File: src/rtl/nand_phase_seq.sv
module nand_phase_seq (
  input  logic        clk,
  input  logic        rst_n,
  input  logic [31:0] cfg_ctrl,
  input  logic [31:0] cfg_timing,
  input  logic        host_req,
  input  logic [1:0]  host_tgt,
  input  logic        host_we,
  input  logic        host_word,
  input  logic [31:0] host_wdata,
  output logic        host_rdy,
  output logic [31:0] host_rdata,
  output logic        nand_ce_n,
  output logic        nand_cle,
  output logic        nand_ale,
  output logic        nand_we_n,
  output logic        nand_re_n,
  output logic [15:0] nand_dq_out,
  output logic        nand_dq_oe,
  input  logic [15:0] nand_dq_in
);

  typedef enum logic [2:0] {S_IDLE, S_DLY, S_SET, S_STB, S_HLD, S_HIZ} st_t;
  localparam logic [1:0] P_NONE = 2'd0, P_CMD = 2'd1, P_ADDR = 2'd2;

  st_t        st, first_st;
  logic [7:0] cnt, first_cnt;
  logic [7:0] t_set, t_stb, t_hld, t_hiz;
  logic [1:0] tgt, beat, nlast, prev;
  logic       wr, word, w16, last;
  logic [31:0] wdat, rdat, wsh8, wsh16;
  logic [3:0] rd_dly;
  logic       act, bus16, bank_en;
  logic       unused_ok;

  assign bus16   = cfg_ctrl[4];
  assign bank_en = cfg_ctrl[2];
  assign unused_ok = ^{cfg_ctrl[31:17], cfg_ctrl[8:5], cfg_ctrl[3], cfg_ctrl[1:0]};

  assign t_set = cfg_timing[7:0];
  assign t_stb = (cfg_timing[15:8]  == 8'd0) ? 8'd1 : cfg_timing[15:8];
  assign t_hld = (cfg_timing[23:16] == 8'd0) ? 8'd1 : cfg_timing[23:16];
  assign t_hiz = cfg_timing[31:24];

  assign first_st  = (t_set != 8'd0) ? S_SET : S_STB;
  assign first_cnt = (t_set != 8'd0) ? t_set - 8'd1 : t_stb - 8'd1;
  assign last      = (beat == nlast);

  always_comb begin
    rd_dly = 4'd0;
    if (host_tgt[1] && !host_we) begin
      if (prev == P_CMD)       rd_dly = cfg_ctrl[12:9];
      else if (prev == P_ADDR) rd_dly = cfg_ctrl[16:13];
    end
  end

  always_ff @(posedge clk or negedge rst_n) begin
    if (!rst_n) begin
      st    <= S_IDLE;
      cnt   <= 8'd0;
      tgt   <= 2'd0;
      wr    <= 1'b1;
      word  <= 1'b0;
      w16   <= 1'b0;
      wdat  <= 32'd0;
      rdat  <= 32'd0;
      beat  <= 2'd0;
      nlast <= 2'd0;
      prev  <= P_NONE;
    end else begin
      case (st)
        S_IDLE: if (host_req) begin
          tgt   <= host_tgt;
          wr    <= !host_tgt[1] || host_we;
          word  <= host_tgt[1] && host_word;
          w16   <= bus16;
          wdat  <= host_wdata;
          beat  <= 2'd0;
          nlast <= (host_tgt[1] && host_word) ? (bus16 ? 2'd1 : 2'd3) : 2'd0;
          prev  <= host_tgt[1] ? P_NONE : (host_tgt[0] ? P_ADDR : P_CMD);
          if (rd_dly != 4'd0) begin
            st  <= S_DLY;
            cnt <= {4'd0, rd_dly} - 8'd1;
          end else begin
            st  <= first_st;
            cnt <= first_cnt;
          end
        end
        default: begin
          if (cnt != 8'd0) cnt <= cnt - 8'd1;
          else begin
            case (st)
              S_DLY: begin
                st  <= first_st;
                cnt <= first_cnt;
              end
              S_SET: begin
                st  <= S_STB;
                cnt <= t_stb - 8'd1;
              end
              S_STB: begin
                st  <= S_HLD;
                cnt <= t_hld - 8'd1;
                if (!wr) begin
                  if (!word)    rdat <= {24'd0, nand_dq_in[7:0]};
                  else if (w16) rdat[{beat[0], 4'b0000} +: 16] <= nand_dq_in;
                  else          rdat[{beat, 3'b000} +: 8] <= nand_dq_in[7:0];
                end
              end
              S_HLD: begin
                if (t_hiz != 8'd0) begin
                  st  <= S_HIZ;
                  cnt <= t_hiz - 8'd1;
                end else if (last) st <= S_IDLE;
                else begin
                  beat <= beat + 2'd1;
                  st   <= first_st;
                  cnt  <= first_cnt;
                end
              end
              S_HIZ: begin
                if (last) st <= S_IDLE;
                else begin
                  beat <= beat + 2'd1;
                  st   <= first_st;
                  cnt  <= first_cnt;
                end
              end
              default: st <= S_IDLE;
            endcase
          end
        end
      endcase
    end
  end

  assign wsh8  = wdat >> {beat, 3'b000};
  assign wsh16 = wdat >> {beat[0], 4'b0000};

  always_comb begin
    if (!word)    nand_dq_out = {8'd0, wdat[7:0]};
    else if (w16) nand_dq_out = wsh16[15:0];
    else          nand_dq_out = {8'd0, wsh8[7:0]};
  end

  assign act        = (st == S_SET) || (st == S_STB) || (st == S_HLD);
  assign nand_ce_n  = !((act || st == S_DLY) && bank_en);
  assign nand_cle   = act && (tgt == 2'b00);
  assign nand_ale   = act && (tgt == 2'b01);
  assign nand_we_n  = !((st == S_STB) && wr);
  assign nand_re_n  = !((st == S_STB) && !wr);
  assign nand_dq_oe = act && wr;
  assign host_rdy   = (st == S_IDLE);
  assign host_rdata = rdat;

  assert_strobe_excl_R6: assert property (@(posedge clk) disable iff (!rst_n)
    !(!nand_we_n && !nand_re_n));
  assert_idle_quiet_R1: assert property (@(posedge clk) disable iff (!rst_n)
    host_rdy |-> (nand_ce_n && nand_we_n && nand_re_n && !nand_dq_oe && !nand_cle && !nand_ale));
  assert_latch_excl_R5: assert property (@(posedge clk) disable iff (!rst_n)
    !(nand_cle && nand_ale));
  assert_hold_drives_R3: assert property (@(posedge clk) disable iff (!rst_n)
    $rose(nand_we_n) |-> nand_dq_oe);
  assert_hold_min_R4: assert property (@(posedge clk) disable iff (!rst_n)
    $rose(nand_re_n) |-> !host_rdy);
  assert_accept_R2: assert property (@(posedge clk) disable iff (!rst_n)
    (host_rdy && host_req) |=> !host_rdy);

endmodule

File: config.mk
export PLATFORM = sky130hd
export DESIGN_NAME = nand_phase_seq
export DESIGN_NICKNAME = d
export VERILOG_FILES = /design/src/rtl/nand_phase_seq.sv
export SDC_FILE = /design/constraint.sdc
export NUM_CORES = 1
export LEC_CHECK = 0
export BUFFER_PORTS_ARGS = -buffer_cell sky130_fd_sc_hd__buf_2
export CAP_MARGIN = 20
export CELL_PAD_IN_SITES_DETAIL_PLACEMENT = 0
export CELL_PAD_IN_SITES_GLOBAL_PLACEMENT = 1
export CORE_MARGIN = 1
export CORE_UTILIZATION = 25
export DETAILED_ROUTE_END_ITERATION = 12
export GPL_TIMING_DRIVEN = 0
export PLACE_DENSITY_LB_ADDON = 0.2
export SKIP_CTS_REPAIR_TIMING = 1
export SLEW_MARGIN = 20
export SYNTH_ARGS = -nofsm -noshare
export SYNTH_HDL_FRONTEND = slang
export SYNTH_SLANG_ARGS = --single-unit
File: constraint.sdc
create_clock -name clk -period 2.7 [get_ports clk]
set_clock_uncertainty 0.2 [all_clocks]
set_input_delay 0.54 -clock clk [delete_from_list [all_inputs] [get_ports clk]]
set_output_delay 0.54 -clock clk [all_outputs]
set_load 0.02 [all_outputs]
==> impl_metrics.yaml, run 1 <==
yosys:
  netlist_area_um2: 5470
  synth_fa_ha_area_share_pct: 2.29
  synth_ff_type: "dfrtp_1"
  yosysSeqAreaShare_pct: 38.9
  synth_compound_area_share_pct: 21.0
  synthMuxAreaShare_pct: 12.0
  synth-seq-cells: 85
  synth_top_family_by_area: "compound AO/OA/AOI/OAI gates"
  synthCells: 583
  async_flop_share_pct: 100
  synth_edf_count: 0
  synth_xor_area_share_pct: 2.72
  syn_nets: 712
  yosys_warnings: 0
  synthSimpleGateAreaFrac_pct: 19.2
  syn_avg_cell_area_um2: 9.38
  ys_types: 80
routing:
  drc: 0
  avgViaCountPerCell: 5.07
  vias: 5212
  initialDrtViolationCount: 376
  ant_nets: 0
  wl_per_cell_um: 18.1
  finalWirelength_um: 18500
  firstDrtPassIters: 5
grt:
  grt_pass1_wl_um: 28600
  first_global_vias: 5099
  grt_max_degree: 45
  grt_util_all_layers_pct: 16.8
  overflow: 0
  grt_antenna_before_repair: 1
clock_network:
  numCtsBuffers: 9
  tritoncts: "built"
  ctsRootBufferMaster: "clkbuf_16"
  h-tree-depth: 3
  clkTransAtPathRegs_ps: 70
  clk_path_buf_depth: 2
  clock_latency_ps: 350
  clock_sinks: 85
outcome:
  violations: "negative hold slack"
  status: "finished with violations"
timing:
  layout_min_cycle_time_ps: 2640
  hold_ws_ps: -3.54
  period_share_pct: 97.7
  setup-violations-final: 0
  drv_slew: 0
  timing.fmax_ghz: 0.379
  worst_pin_slew_ps: 746
  timing.slew.headroom_pct: 50.1
  finalHoldViolations: 1
power_and_ir_drop:
  leakage_nw: 3.11
  p_per_area_nw_per_um2: 389
  peakVddDrop_uv: 288
  total_power_w: 0.00278
finish:
  area_growth_pct: 30.7
  layout_commonest_cell: "buf_2"
  final_util_pct: 33.7
  drive_gt1_share_pct: 37.7
  layout_common_cells: "149 x buf_2, 83 x dfrtp_1, 61 x nand2_1"
  fin_cells: 1027
  final_nets: 875
critical_path:
  cp_max_fo: 5
  critical_path_class: "register to primary output"
  worst_setup_path_end_kind: "primary output"
  arrival_ps: 1900
  max_stage_delay_ps: 500
  cp-start-kind: "register"
  path_buf_inv: 2
  crit_chain: "buf_12 > mux4_2 > o22ai_2 > a21oi_2 > buf_4"
  worstPathRequired_ps: 1960
  path_delay_family: "multiplexers"
  cp_slowest_cell: "mux4_2"
floorplan:
  core_um2: 21200
  pin_count: 174
  fp.dieArea_um2: 22500
  die_h_um: 150
  chipWidth_um: 150
  rows: 53
  initial_core_util_pct: 25.8
hold_path:
  hp-class: "input pin to asynchronous set/reset pin"
placement:
  post-place-cells: 1010
  dp_hpwl_um: 14200
  routabilityCongestion: 0.829
  numPortBuffers: 151
flow_run:
  timing.max_cap.violations: 0
-- layer usage --
layer / up-vias / global-route usage [%] / routed length, um / share of wire (%)
li1: 2494 / - / - / -
met1: 2511 / 23.6 / 8590 / 46
met2: 193 / 25.8 / 8590 / 46
met3: 14 / 3.57 / 1180 / 6.4
met4: 0 / 4.24 / 179 / 0.97
met5: - / 0 / 0 / 0
-- registers in the layout (all words and copies together) (netlist names) --
name,count
beat,2
wdat,32
st,3
tgt,2
wr,1
host_rdata,32
cnt,8
prev,2
nlast,2
w16,1
-- worst paths after layout --
| path | startpoint | endpoint | slack [ps] | cells after the start |
|---|---|---|---|---|
| setup / recovery | beat[1] | nand_dq_out[4] | 60 | 5 |
| hold / removal | rst_n | wdat[12] | -4 | 1 |
| setup reg to reg | cnt[0] | cnt[7] | 130 | 8 |
| hold reg to reg | host_rdata[17] | host_rdata[17] | 280 | 2 |
| max in group asynchronous | rst_n | host_rdata[21] | 1660 | 2 |
| min in group clk | cfg_ctrl[4] | nlast[1] | 190 | 2 |
-- worst reg2reg max path: cells and delay by family (launching register included) --
kind	cells	cell delay (ps)
adder cells (fa/ha/maj)	1	260
buffers and inverters	2	340
AND/OR/NAND/NOR	3	630
flip-flops	1	450
AO/OA/AOI/OAI	2	580
-- cells by family (layout without fill, tap and decap cells) --
logic type | Yosys count | count (layout)
AOI/OAI and AO/OA | 177 | 177
xor gates and xnor gates | 17 | 17
adders and majority gates | 10 | 10
buffers and inverters | 44 | 212
DFF | 85 | 85
muxes | 51 | 51
other | 0 | 1
and+or+nand+nor | 199 | 199
-- power by group --
part           total (W)  switching (W)  internal (W)
combinational   0.000232       0.000139     0.0000936
clock            0.00127       0.000548      0.000725
sequential       0.00127     0.00000114       0.00127
total            0.00278       0.000688       0.00209
-- per-stage QoR --
step | setup slack (ps) | hold WS, ps | area, um^2 | setup TNS, ps
after detailed placement | -455 | 268 | 6600 | -7820
after global placement | -414 | 264 | 6570 | -7980
final | 63.4 | -3.54 | 7150 | 0
after floorplan | 161 | 44.4 | 5470 | 0
after global routing | -28.0 | 28.9 | 7150 | -44.5
after CTS | -570 | 9.57 | 6900 | -13540
-- cell usage after synthesis (all sizes together) (4+ instances only) --
cell / number / area (um^2)
a211oi: 6 / 45.0
a21oi: 44 / 228
a22o: 9 / 78.8
a22oi: 17 / 128
a31oi: 5 / 31.3
and3b: 7 / 61.3
buf: 15 / 93.8
clkbuf: 13 / 60.1
dfrtp: 84 / 2100
ha: 10 / 125
inv: 15 / 56.3
mux2: 38 / 428
mux2i: 5 / 50.1
mux4: 8 / 180
nand2: 63 / 236
nand2b: 4 / 25.0
nand3: 8 / 40.0
nor2: 57 / 214
nor3: 10 / 50.1
nor3b: 7 / 62.6
nor4: 6 / 58.8
nor4b: 4 / 50.1
o21ai: 45 / 233
o221ai: 4 / 35.0
o22ai: 15 / 93.8
o31ai: 7 / 57.6
or3: 6 / 38.8
or4: 7 / 56.3
xnor2: 5 / 43.8
xor2: 12 / 105
-- cell type report --
class                   count  area [um^2]
flip-flops and latches     85         2130
well taps                 275          344
clock buffers              10          229
diodes                      1         2.50
inverters                  16         60.1
multi-input cells         454         3270
repair buffers            155          860
plain buffers              25          185
fillers                  2232        14100
clock inverters             6         68.8
Note: power is estimated with default switching activity, not from simulation.
==> inputs of run 2 (changes only) <==
--- a/config.mk
+++ b/config.mk
@@ -15,3 +15,5 @@
 export GPL_TIMING_DRIVEN = 0
+export MAX_ROUTING_LAYER = met4
 export PLACE_DENSITY_LB_ADDON = 0.2
+export REMOVE_ABC_BUFFERS = 1
 export SKIP_CTS_REPAIR_TIMING = 1
==> constraint.sdc (replaced) <==
create_clock -name clk -period 2.7 [get_ports clk]
set_clock_uncertainty 0.2 [all_clocks]
set_input_delay 0.27 -clock clk [delete_from_list [all_inputs] [get_ports clk]]
set_output_delay 0.27 -clock clk [all_outputs]
set_load 0.02 [all_outputs]
==> run 2 against run 1 <==
  * The run still ends with negative hold slack left
  * Worst setup slack gained 67 ps
  * Wire length shrank 2.6%
  * Clock-buffer cell count grew 3
  * Critical path depth grew 3
  * Total power grew 1.3%
  * Final cell count grew 0.97%
  * Register-to-register slack is essentially flat
  * Critical endpoint is now cnt[2]
  * Final area grew 1.6%
  * Fmax grew 2.6%
  * Utilization grew 0.53 points
  * Combinational power grew 16%
  * Largest cell class unchanged
  * Global-route usage is essentially flat
==> impl_metrics.yaml, run 2 (synthesis results as in run 1) <==
routing:
  finalWirelength_um: 18100
  initialDrtViolationCount: 243
  vias: 5258
  avgViaCountPerCell: 5.07
  wl_per_cell_um: 17.4
  drc: 0
  ant_nets: 0
  firstDrtPassIters: 5
timing:
  layout_min_cycle_time_ps: 2570
  finalHoldViolations: 1
  setup-violations-final: 0
  layout_setup_ws_ps: 131
  hold_ws_ps: -4.69
  timing.fmax_ghz: 0.389
  drv_slew: 0
  rsz0062_at_grt: "false"
  period_share_pct: 95.2
  timing.slew.headroom_pct: 47.8
  worst_pin_slew_ps: 778
critical_path:
  r2r_start: "cnt[0]"
  ff2ff_path_depth: 8
  worstPathRequired_ps: 2720
  cp_max_fo: 6
  r2r-end: "cnt[2]"
  ff2ff_setup_slack_ps: 130
  cp-start-kind: "register"
  arrival_ps: 2590
  worst_setup_path_end_kind: "register"
  critical_path_class: "register to register"
power_and_ir_drop:
  leakage_nw: 3.17
  power_frac_seq_pct: 45.3
  p_sw_share_pct: 23.7
  p_per_area_nw_per_um2: 388
  internal-power_w: 0.00215
  peakVddDrop_uv: 300
  comb_power_share_pct: 9.5
  p_clk_share_pct: 45.2
  power.switching_w: 0.000668
grt:
  grt_antenna_before_repair: 0
  grt_util_all_layers_pct: 16.8
  grt_pass1_wl_um: 27900
  grt_max_degree: 45
  overflow: 0
  first_global_vias: 5065
placement:
  numPortBuffers: 151
  post-place-ws_ps: -534
  dp_hpwl_um: 13400
  post-place-cells: 983
  routabilityCongestion: 0.861
  post_dp_cell_area_um2: 6470
clock_network:
  clkTransAtPathRegs_ps: 60
  ctsRootBufferMaster: "clkbuf_16"
  clock_latency_ps: 340
  h-tree-depth: 3
  numCtsBuffers: 9
  tritoncts: "built"
  clock_sinks: 85
  clk_path_buf_depth: 2
outcome:
  violations: "negative hold slack"
  status: "finished with violations"
hold_path:
  hp-class: "input pin to register"
  hp-start: "nand_dq_in[0]"
  hold-path-endpoint: "host_rdata[0]"
  worstHoldPathCells: 3
finish:
  fin_cells: 1037
  final_nets: 886
  antenna_cells: 0
  area_growth_pct: 32.8
  layout_commonest_cell: "buf_2"
  layout_common_cells: "150 x buf_2, 81 x dfrtp_1, 61 x nand2_1"
  final_cell_area_um2: 7260
  drive_gt1_share_pct: 33.5
floorplan:
  chipWidth_um: 150
  rows: 53
  core_um2: 21200
  pin_count: 174
  fp.dieArea_um2: 22500
  initial_core_util_pct: 25.8
  die_h_um: 150
flow_run:
  timing.max_cap.violations: 0
## run 2: per-layer routing
layer  up-vias  global-route usage (%)  part of all wire, %
met5         -                       -                    0
met4         0                    5.05                  1.5
met1      2581                    22.6                   49
met2       139                    24.9                   45
met3        17                    3.75                  5.1
li1       2521                       -                    -
## run 2: how the worst max path moves through the flow
stage                       from        endpoint  cells after the start
after detailed placement  cnt[0]  host_rdata[20]                      8
after global placement     st[0]           st[1]                      6
after global routing       st[2]   host_rdata[4]                      6
final                     cnt[0]          cnt[2]                      8
after CTS                 cnt[0]  host_rdata[18]                      8
after floorplan            st[0]           st[1]                      6
## run 2: cell type report
| class | count | area, um^2 |
|---|---|---|
| clock inverter | 3 | 43.8 |
| tap | 275 | 344 |
| sequential | 85 | 2130 |
| clock buffer | 13 | 250 |
| inverter | 16 | 60.1 |
| multi-input combinational | 454 | 3230 |
| timing repair buffer | 191 | 1200 |
| fill | 2222 | 14000 |
## run 2: power by group through the flow
| stage | Combinational, W | Clock (W) | Sequential [W] |
|---|---|---|---|
| after floorplan | 0.0000670 | 0 | 0.00130 |
| after global placement | 0.000217 | 0 | 0.00130 |
| after detailed placement | 0.000227 | 0 | 0.00130 |
| after CTS | 0.000228 | 0.00131 | 0.00127 |
| after global routing | 0.000296 | 0.00136 | 0.00127 |
| final | 0.000269 | 0.00127 | 0.00128 |
## run 2: per-stage QoR
step                util [%]  TNS, ps  power, W
global placement        30.2   -47390   0.00152
floorplan                  -    -5500   0.00137
global route            34.2        0   0.00293
detailed placement      30.5   -18840   0.00153
finish                  34.2        0   0.00282
CTS                     31.9   -24250   0.00282
## run 2: critical path, stage by stage (launching register included)
cell       delay, ps
dfrtp_1          450
inv_1             90
ha_1             310
nor4b_4          350
nand3_1          310
a221oi_1         310
o221ai_1         230
o221ai_1         120
a2bb2oi_1         90
